`src/rtl/aud_ser_rx_pkg.sv`:
```
package aud_ser_rx_pkg;

    localparam int unsigned SAMPLE_W = 24;

    typedef enum logic [1:0] {
        FMT_LJ  = 2'd0,
        FMT_I2S = 2'd1,
        FMT_RJ  = 2'd2
    } fmt_e;

    typedef struct packed {
        logic vld;
        logic ch;
        logic shrt;
    } word_ev_t;

    function automatic fmt_e decode_pin(input logic [1:0] pin);
        if (pin[1]) return FMT_RJ;
        return pin[0] ? FMT_I2S : FMT_LJ;
    endfunction

endpackage

```
`src/rtl/asr_frame_edge.sv`:
```
module asr_frame_edge (
    input  logic clk,
    input  logic rst,
    input  logic lrck,
    output logic fedge,
    output logic fedge_d,
    output logic prev_lvl
);
    logic lr_q;
    logic lr_ok;

    always_ff @(posedge clk) begin
        if (rst) begin
            lr_q    <= 1'b0;
            lr_ok   <= 1'b0;
            fedge_d <= 1'b0;
        end else begin
            lr_q    <= lrck;
            lr_ok   <= 1'b1;
            fedge_d <= fedge;
        end
    end

    assign fedge    = lr_ok & (lrck ^ lr_q);
    assign prev_lvl = lr_q;

endmodule

```
`src/rtl/asr_rj_capture.sv`:
```
module asr_rj_capture
    import aud_ser_rx_pkg::*;
#(
    parameter int unsigned W = SAMPLE_W
) (
    input  logic         clk,
    input  logic         rst,
    input  logic         sdata,
    input  logic         fedge,
    input  logic         prev_lvl,
    output word_ev_t     ev,
    output logic [W-1:0] data
);
    logic [W-1:0] sh;
    logic         armed;

    always_ff @(posedge clk) begin
        if (rst) begin
            sh    <= '0;
            armed <= 1'b0;
        end else begin
            sh    <= {sh[W-2:0], sdata};
            armed <= armed | fedge;
        end
    end

    always_comb begin
        ev.vld  = fedge & armed;
        ev.ch   = prev_lvl;
        ev.shrt = 1'b0;
        data    = sh;
    end

endmodule

```
`src/rtl/asr_ji_capture.sv`:
```
module asr_ji_capture
    import aud_ser_rx_pkg::*;
#(
    parameter int unsigned W = SAMPLE_W
) (
    input  logic         clk,
    input  logic         rst,
    input  logic         sdata,
    input  logic         start,
    input  logic         lrck,
    output word_ev_t     ev,
    output logic [W-1:0] data
);
    localparam int unsigned CW = $clog2(W + 1);
    localparam logic [CW-1:0] FULL = CW'(W);

    logic [W-1:0]  acc;
    logic [CW-1:0] cnt;
    logic          ch;
    logic          armed;

    function automatic logic [W-1:0] zpad(input logic [W-1:0] v, input logic [CW-1:0] n);
        return v << (W - int'(n));
    endfunction

    always_ff @(posedge clk) begin
        if (rst) begin
            acc   <= '0;
            cnt   <= '0;
            ch    <= 1'b0;
            armed <= 1'b0;
        end else if (start) begin
            acc   <= {{(W-1){1'b0}}, sdata};
            cnt   <= CW'(1);
            ch    <= lrck;
            armed <= 1'b1;
        end else if (cnt < FULL) begin
            acc <= {acc[W-2:0], sdata};
            cnt <= cnt + 1'b1;
        end
    end

    always_comb begin
        ev.vld  = start & armed;
        ev.ch   = ch;
        ev.shrt = (cnt < FULL);
        data    = zpad(acc, cnt);
    end

    // the bit counter never runs past one word
    a_r3_cnt_bound: assert property (@(posedge clk) disable iff (rst) cnt <= FULL);

endmodule

```
`src/rtl/aud_ser_rx.sv`:
```
module aud_ser_rx
    import aud_ser_rx_pkg::*;
#(
    parameter int unsigned W = SAMPLE_W
) (
    input  logic         bclk,
    input  logic         rst,
    input  logic         lrck,
    input  logic         sdata,
    input  logic [1:0]   fmt_pin,
    output logic [W-1:0] left_out,
    output logic [W-1:0] right_out,
    output logic         left_vld,
    output logic         right_vld,
    output logic         pair_vld,
    output logic         short_flag
);
    fmt_e         fmt;
    logic         fedge, fedge_d, prev_lvl, ji_start;
    word_ev_t     ji_ev, rj_ev, sel_ev;
    logic [W-1:0] ji_data, rj_data, sel_data;
    logic         have_left;

    assign fmt      = decode_pin(fmt_pin);
    assign ji_start = (fmt == FMT_I2S) ? fedge_d : fedge;

    asr_frame_edge u_edge (
        .clk      (bclk),
        .rst      (rst),
        .lrck     (lrck),
        .fedge    (fedge),
        .fedge_d  (fedge_d),
        .prev_lvl (prev_lvl)
    );

    asr_ji_capture #(.W(W)) u_ji (
        .clk   (bclk),
        .rst   (rst),
        .sdata (sdata),
        .start (ji_start),
        .lrck  (lrck),
        .ev    (ji_ev),
        .data  (ji_data)
    );

    asr_rj_capture #(.W(W)) u_rj (
        .clk      (bclk),
        .rst      (rst),
        .sdata    (sdata),
        .fedge    (fedge),
        .prev_lvl (prev_lvl),
        .ev       (rj_ev),
        .data     (rj_data)
    );

    always_comb begin
        if (fmt == FMT_RJ) begin
            sel_ev   = rj_ev;
            sel_data = rj_data;
        end else begin
            sel_ev   = ji_ev;
            sel_data = ji_data;
        end
    end

    always_ff @(posedge bclk) begin
        if (rst) begin
            left_out   <= '0;
            right_out  <= '0;
            left_vld   <= 1'b0;
            right_vld  <= 1'b0;
            pair_vld   <= 1'b0;
            short_flag <= 1'b0;
            have_left  <= 1'b0;
        end else begin
            left_vld  <= sel_ev.vld & ~sel_ev.ch;
            right_vld <= sel_ev.vld & sel_ev.ch;
            pair_vld  <= sel_ev.vld & sel_ev.ch & have_left;
            if (sel_ev.vld) begin
                if (sel_ev.ch) begin
                    right_out <= sel_data;
                    have_left <= 1'b0;
                end else begin
                    left_out  <= sel_data;
                    have_left <= 1'b1;
                end
                if (sel_ev.shrt) short_flag <= 1'b1;
            end
        end
    end

    // a pair strobe only accompanies a right strobe
    a_r7_pair_with_right: assert property (@(posedge bclk) disable iff (rst) pair_vld |-> right_vld);
    // the two channel strobes never coincide
    a_r6_one_channel: assert property (@(posedge bclk) disable iff (rst) !(left_vld && right_vld));
    // the short-frame flag is sticky
    a_r8_flag_sticky: assert property (@(posedge bclk) disable iff (rst) short_flag |=> short_flag);
    // a strobe follows a frame edge, or its one-bit-delayed copy
    a_r6_strobe_after_edge: assert property (@(posedge bclk) disable iff (rst)
        (left_vld || right_vld) |-> $past(fedge || fedge_d));

endmodule

```
`config.mk`:
```
export PLATFORM = sky130hd
export DESIGN_NAME = aud_ser_rx
export DESIGN_NICKNAME = d
export VERILOG_FILES = /design/src/rtl/aud_ser_rx_pkg.sv /design/src/rtl/asr_frame_edge.sv /design/src/rtl/asr_rj_capture.sv /design/src/rtl/asr_ji_capture.sv /design/src/rtl/aud_ser_rx.sv
export SDC_FILE = /design/constraint.sdc
export NUM_CORES = 1
export LEC_CHECK = 0
export CORE_ASPECT_RATIO = 1.2
export CORE_UTILIZATION = 50
export DETAILED_ROUTE_END_ITERATION = 10
export DONT_BUFFER_PORTS = 1
export GPL_ROUTABILITY_DRIVEN = 0
export PLACE_DENSITY = 0.64
export RECOVER_POWER = 50
export SYNTH_ARGS = -nofsm -noshare
export SYNTH_HDL_FRONTEND = slang
export SYNTH_SLANG_ARGS = --single-unit
```
`constraint.sdc`:
```
create_clock -name bclk -period 3 [get_ports bclk]
set_input_delay 0.3 -clock bclk [delete_from_list [all_inputs] [get_ports bclk]]
set_output_delay 0.3 -clock bclk [all_outputs]
set_load 0.1 [all_outputs]
```
# Word level (Yosys, flattened, before mapping)
# Index checks and enable logic that the tools add are counted.
[op_classes]
bitwise_logic = 9
n_addsub = 2
n_shift = 1
reduce_logical = 5
eq_ne = 2
mux = 13
magnitude_cmp = 1
[op_table]
columns = ["cell", "n"]
rows = [
  ["$shl 24x32->24", 1],
  ["$mux 24", 1],
  ["$mux 1", 9],
  ["$and 1x1->1", 6],
  ["$reduce_and 2->1", 3],
  ["$sub 5x5->6 const A", 1],
  ["$add 5x1->5 const B", 1],
  ["$lt 5x5->1 const B", 1],
  ["$mux 2", 2],
  ["$mux 3", 1],
  ["$eq 2x1->1 const B", 1],
  ["$eq 2x2->1 const B", 1],
  ["$reduce_bool 2->1", 1],
  ["$reduce_or 2->1", 1],
  ["$not 1->1", 1],
  ["$or 1x1->1", 1],
  ["$xor 1x1->1", 1],
]
[totals]
inputBits = 6
output_inout_bits = 52
reg_bits = 112
elab_cells = 51

# Logic depth before layout (Yosys ltp)
[logic_depth]
word_depth = 8
ltp_mapped = 11
mapped_depth_nobuf = 8

# Modules after synthesis
# From an unflattened synthesis, not the netlist that was laid out.
[unflattened]
hier_cells = 706
hier_area_um2 = 6050.8
[by_module_without_submodules]
columns = ["module", "seq_area_each_um2", "area_per_inst_um2", "cells_each", "n_inst"]
rows = [
  ["asr_ji_capture", 620.6, 2667.6, 357, 1],
  ["aud_ser_rx", 1061.0, 2587.5, 285, 1],
  ["asr_rj_capture", 500.5, 704.4, 56, 1],
  ["asr_frame_edge", 60.1, 91.3, 8, 1],
]

# Worst setup path before layout
# OpenSTA, ideal clock, no wires.
[synth_timing]
path_kind = "register to register"
start = "register u_ji.cnt[0]"
end = "register left_out[21]"
arrival_ps = 2433
synth_period_minus_slack_ps = 2569
path_stages_with_launch = 12
path_slack_ps = 431
path_buffers = 3
setup_time_ps = 136
t_required_ps = 2864
path_cell_list = "dfxtp_1 buf_6 clkinv_1 ha_1 buf_6 buf_6 mux2i_1 o32ai_2 nand4b_1 nand4_1 nor4_1 o32ai_1"
[synth_via]
elab_chain_cells = 3
[synth_rtl]
columns = ["item", "line_no", "text"]
rows = [
  ["start: declaration", "asr_ji_capture.sv:18", "logic [CW-1:0] cnt;"],
  ["start signal: assignment", "asr_ji_capture.sv:39", "cnt <= cnt + 1'b1;"],
  ["$sub 5x5->6", "asr_ji_capture.sv:23", "return v << (W - int'(n));"],
  ["$shl 24x32->24", "asr_ji_capture.sv:23", ""],
  ["$mux 24", "aud_ser_rx.sv:57", "if (fmt == FMT_RJ) begin"],
  ["end signal: assignment", "aud_ser_rx.sv:84", "left_out <= sel_data;"],
  ["end: declaration", "aud_ser_rx.sv:11", "output logic [W-1:0] left_out,"],
]
# Every way passes these cells.
# A chain may end at the register's enable or synchronous reset.

# Final worst setup path
[layout_timing]
start = "register u_ji.cnt[1]"
end = "register left_out[20]"
# Same word-level chain as after synthesis.

==> results.cfg <==
[setup_path]
crit_type = reg2reg
arrival_ns = 3.02
cp.required_ns = 3.22
crit_chain = inv_1 -> ha_1 -> buf_12 -> mux2i_1 -> o22ai_1 -> a32o_1 -> a21o_1 -> a32oi_1 -> a21oi_1
reg2reg_slack_ns = 0.21
slowest_delay_ns = 0.55
cp-end-kind = register
crit_fanout = 27
worstSetupStartpointType = register
crit_path_top_delay_cell = dfxtp_1

[power_and_ir_drop]
power_leakage_nw = 2.077
power_density_nw_per_um2 = 551.7
ir_drop_mv = 0.2966

[route]
drt_iter0_drc = 435
ant_nets = 0
wl_per_cell_um = 18.90
drcViolationCount = 0
drt-total-wl_mm = 14.23
routed_via_density = 6.247
first_pass_iters = 6
num_vias = 4704

[finish]
antennaDiodeCount = 0
finalInstanceArea_um2 = 5789
nFillCells = 987
areaGrowthSynthToFinish_pct = 7.530
drive_above_1_share_pct = 8.814
layout.nets = 627

[placement]
post-dp-hpwl_mm = 9.854
port_buffers = 0
dpl_cell_area_um2 = 5508

[global_route]
overflow = 0
antenna_found_initial = 0
grt_use_total_pct = 25.29
first_global_vias = 4220
grt_max_degree = 46
grt_pass1_wl_mm = 22.53

[die]
dieHeight_um = 115.7
start_util_pct = 51.20
die_x_um = 96.73
rows = 41
dieArea_um2 = 11190
core_um2 = 10520
io_pins = 58

[logic_synthesis]
ys.flop_type = dfxtp_1
yosysTopAreaCell = dfxtp_1
synth_top_cell_area_share_pct = 41.65
async_flop_share_pct = 0
synth-edff-count = 0
netlist_instances = 627
yosysMostFrequentCell = dfxtp_1
ys_types = 72
syn_avg_cell_area_um2 = 8.587
ys_top_cells_by_area = dfxtp_1 (42%), nand2_1 (7.5%), mux2i_1 (5.8%)
synth_seq_area_share_pct = 41.65
synth_nets = 635
ys_warn_count = 0
netlist_top_cells_count = dfxtp_1 (112), nand2_1 (107), a21oi_1 (58), o21ai_0 (38), mux2i_1 (31)
synth.cell_area_um2 = 5384
ys_ff_latch = 112

[flow_run]
drv_cap = 0

[clock_tree]
clock_sinks = 112
hold_buffers = 1
htreeDepth = 3
cts_tree = done
post_cts_buffers = 0
cts_made_buffers = 9
clock_path_buffers = 2
clock_latency_ns = 0.35
root_buffer = clkbuf_16
cts_resized = 0
clk_pin_slew_ns = 0.08

[sta]
skew_ns = 0.01067
layout_min_cycle_time_ns = 2.794
setup_viol = 0
drv_slew = 0
rsz0062_at_grt = no
hold_viol_final = 0
fin_crit_sh_pct = 93.12
tns_ns = 0
relSlewSlack_pct = 21.25
worst_pin_slew_ns = 1.186
fmax_mhz = 358.0

[hold_path]
hold_path.class = in2reg

[outcome]
outcome = finished clean
==> power breakdown <==
part,total (mW),switching (mW),internal (mW)
Sequential,1.59,0.0745,1.51
Clock,1.16,0.572,0.587
Combinational,0.450,0.297,0.152
==> cell families (layout without fill, tap and decap cells) <==
| kind of cell | after synthesis | after routing | share of synthesized area [%] |
|---|---|---|---|
| adder cells (fa/ha/maj) | 2 | 2 | 0.4647 |
| buffers and inverters | 59 | 56 | 5.508 |
| multiplexers | 40 | 40 | 7.646 |
| XOR/XNOR | 8 | 8 | 2.138 |
| AND/OR/NAND/NOR | 211 | 211 | 18.52 |
| flip-flops | 112 | 112 | 41.65 |
| AO/OA/AOI/OAI | 195 | 195 | 24.08 |
==> final cells by class <==
cell class                      count  area (um2)  area share (%)
Clock inverter                      6       57.56          0.9942
Tap cell                          129       161.4           2.788
Inverter                            8       30.03          0.5187
Sequential cell                   112        2242           38.73
Multi-Input combinational cell    456        2851           49.25
Clock buffer                       10       229.0           3.955
Timing Repair Buffer               32       217.7           3.761
==> cells in the final DEF, fill, tap and decap left out, types with 4 or more instances in the layout <==
cell type / Yosys / final
dfxtp_1: 112 / 112
nand2_1: 107 / 107
a21oi_1: 58 / 58
o21ai_0: 38 / 38
mux2i_1: 31 / 31
nor2b_1: 27 / 27
nor2_1: 25 / 24
o22ai_1: 19 / 19
a32oi_1: 16 / 16
buf_4: 4 / 15
nand3_1: 14 / 14
clkbuf_1: 22 / 13
mux2_2: 9 / 9
clkbuf_16: 0 / 9
inv_1: 7 / 7
a22oi_1: 7 / 7
o221ai_1: 7 / 7
and3_1: 6 / 6
a211oi_1: 6 / 6
a22o_1: 5 / 5
nand4_1: 4 / 4
nand2b_1: 4 / 4
o211ai_1: 4 / 4
dlygate4sd3_1: 0 / 4
==> final timing paths <==
path / endpoint / depth (start not counted) / start
hold / removal: u_edge.prev_lvl / 1 / rst
setup reg to reg: left_out[20] / 9 / u_ji.cnt[1]
hold reg to reg: have_left / 1 / have_left
setup / recovery: left_out[20] / 9 / u_ji.cnt[1]
==> worst max-delay path, delay by kind of cell (launching register included) <==
family	cells	cell delay (ns)
buffers and inverters	2	0.28
AO/OA/AOI/OAI	5	1.11
adder cells (fa/ha/maj)	1	0.32
flip-flops	1	0.55
multiplexers	1	0.38
==> stage by stage <==
step           setup slack (ns)  power, mW  std cells  utilization [%]  hold slack [ns]
4_1_cts                  0.2465      3.217        750            55.19         0.001282
5_1_grt                 0.02553      3.324        753            55.05        0.0001586
3_3_place_gp             0.3345      2.060        733            52.37           0.3740
2_1_floorplan            0.4313      1.997        627                -           0.4282
6_report                 0.2064      3.194        753            55.05          0.01920
3_5_place_dp             0.2922      2.061        733            52.37           0.3750
==> registers in the layout (all words and copies together), names as in the netlist <==
signal	count
u_rj.data	24
left_vld	1
u_ji.armed	1
right_vld	1
short_flag	1
u_edge.fedge_d	1
u_ji.cnt	5
pair_vld	1
u_ji.acc	24
have_left	1
left_out	24
u_edge.lr_ok	1
u_rj.armed	1
right_out	24
u_edge.prev_lvl	1
u_ji.ch	1
==> metal layers <==
metal / track usage, % / wire length [um]
met5: 0 / 0
met4: 9.055 / 336
met3: 5.850 / 854
met2: 42.30 / 6924
met1: 32.18 / 6112
(Power assumes the default switching activity.)
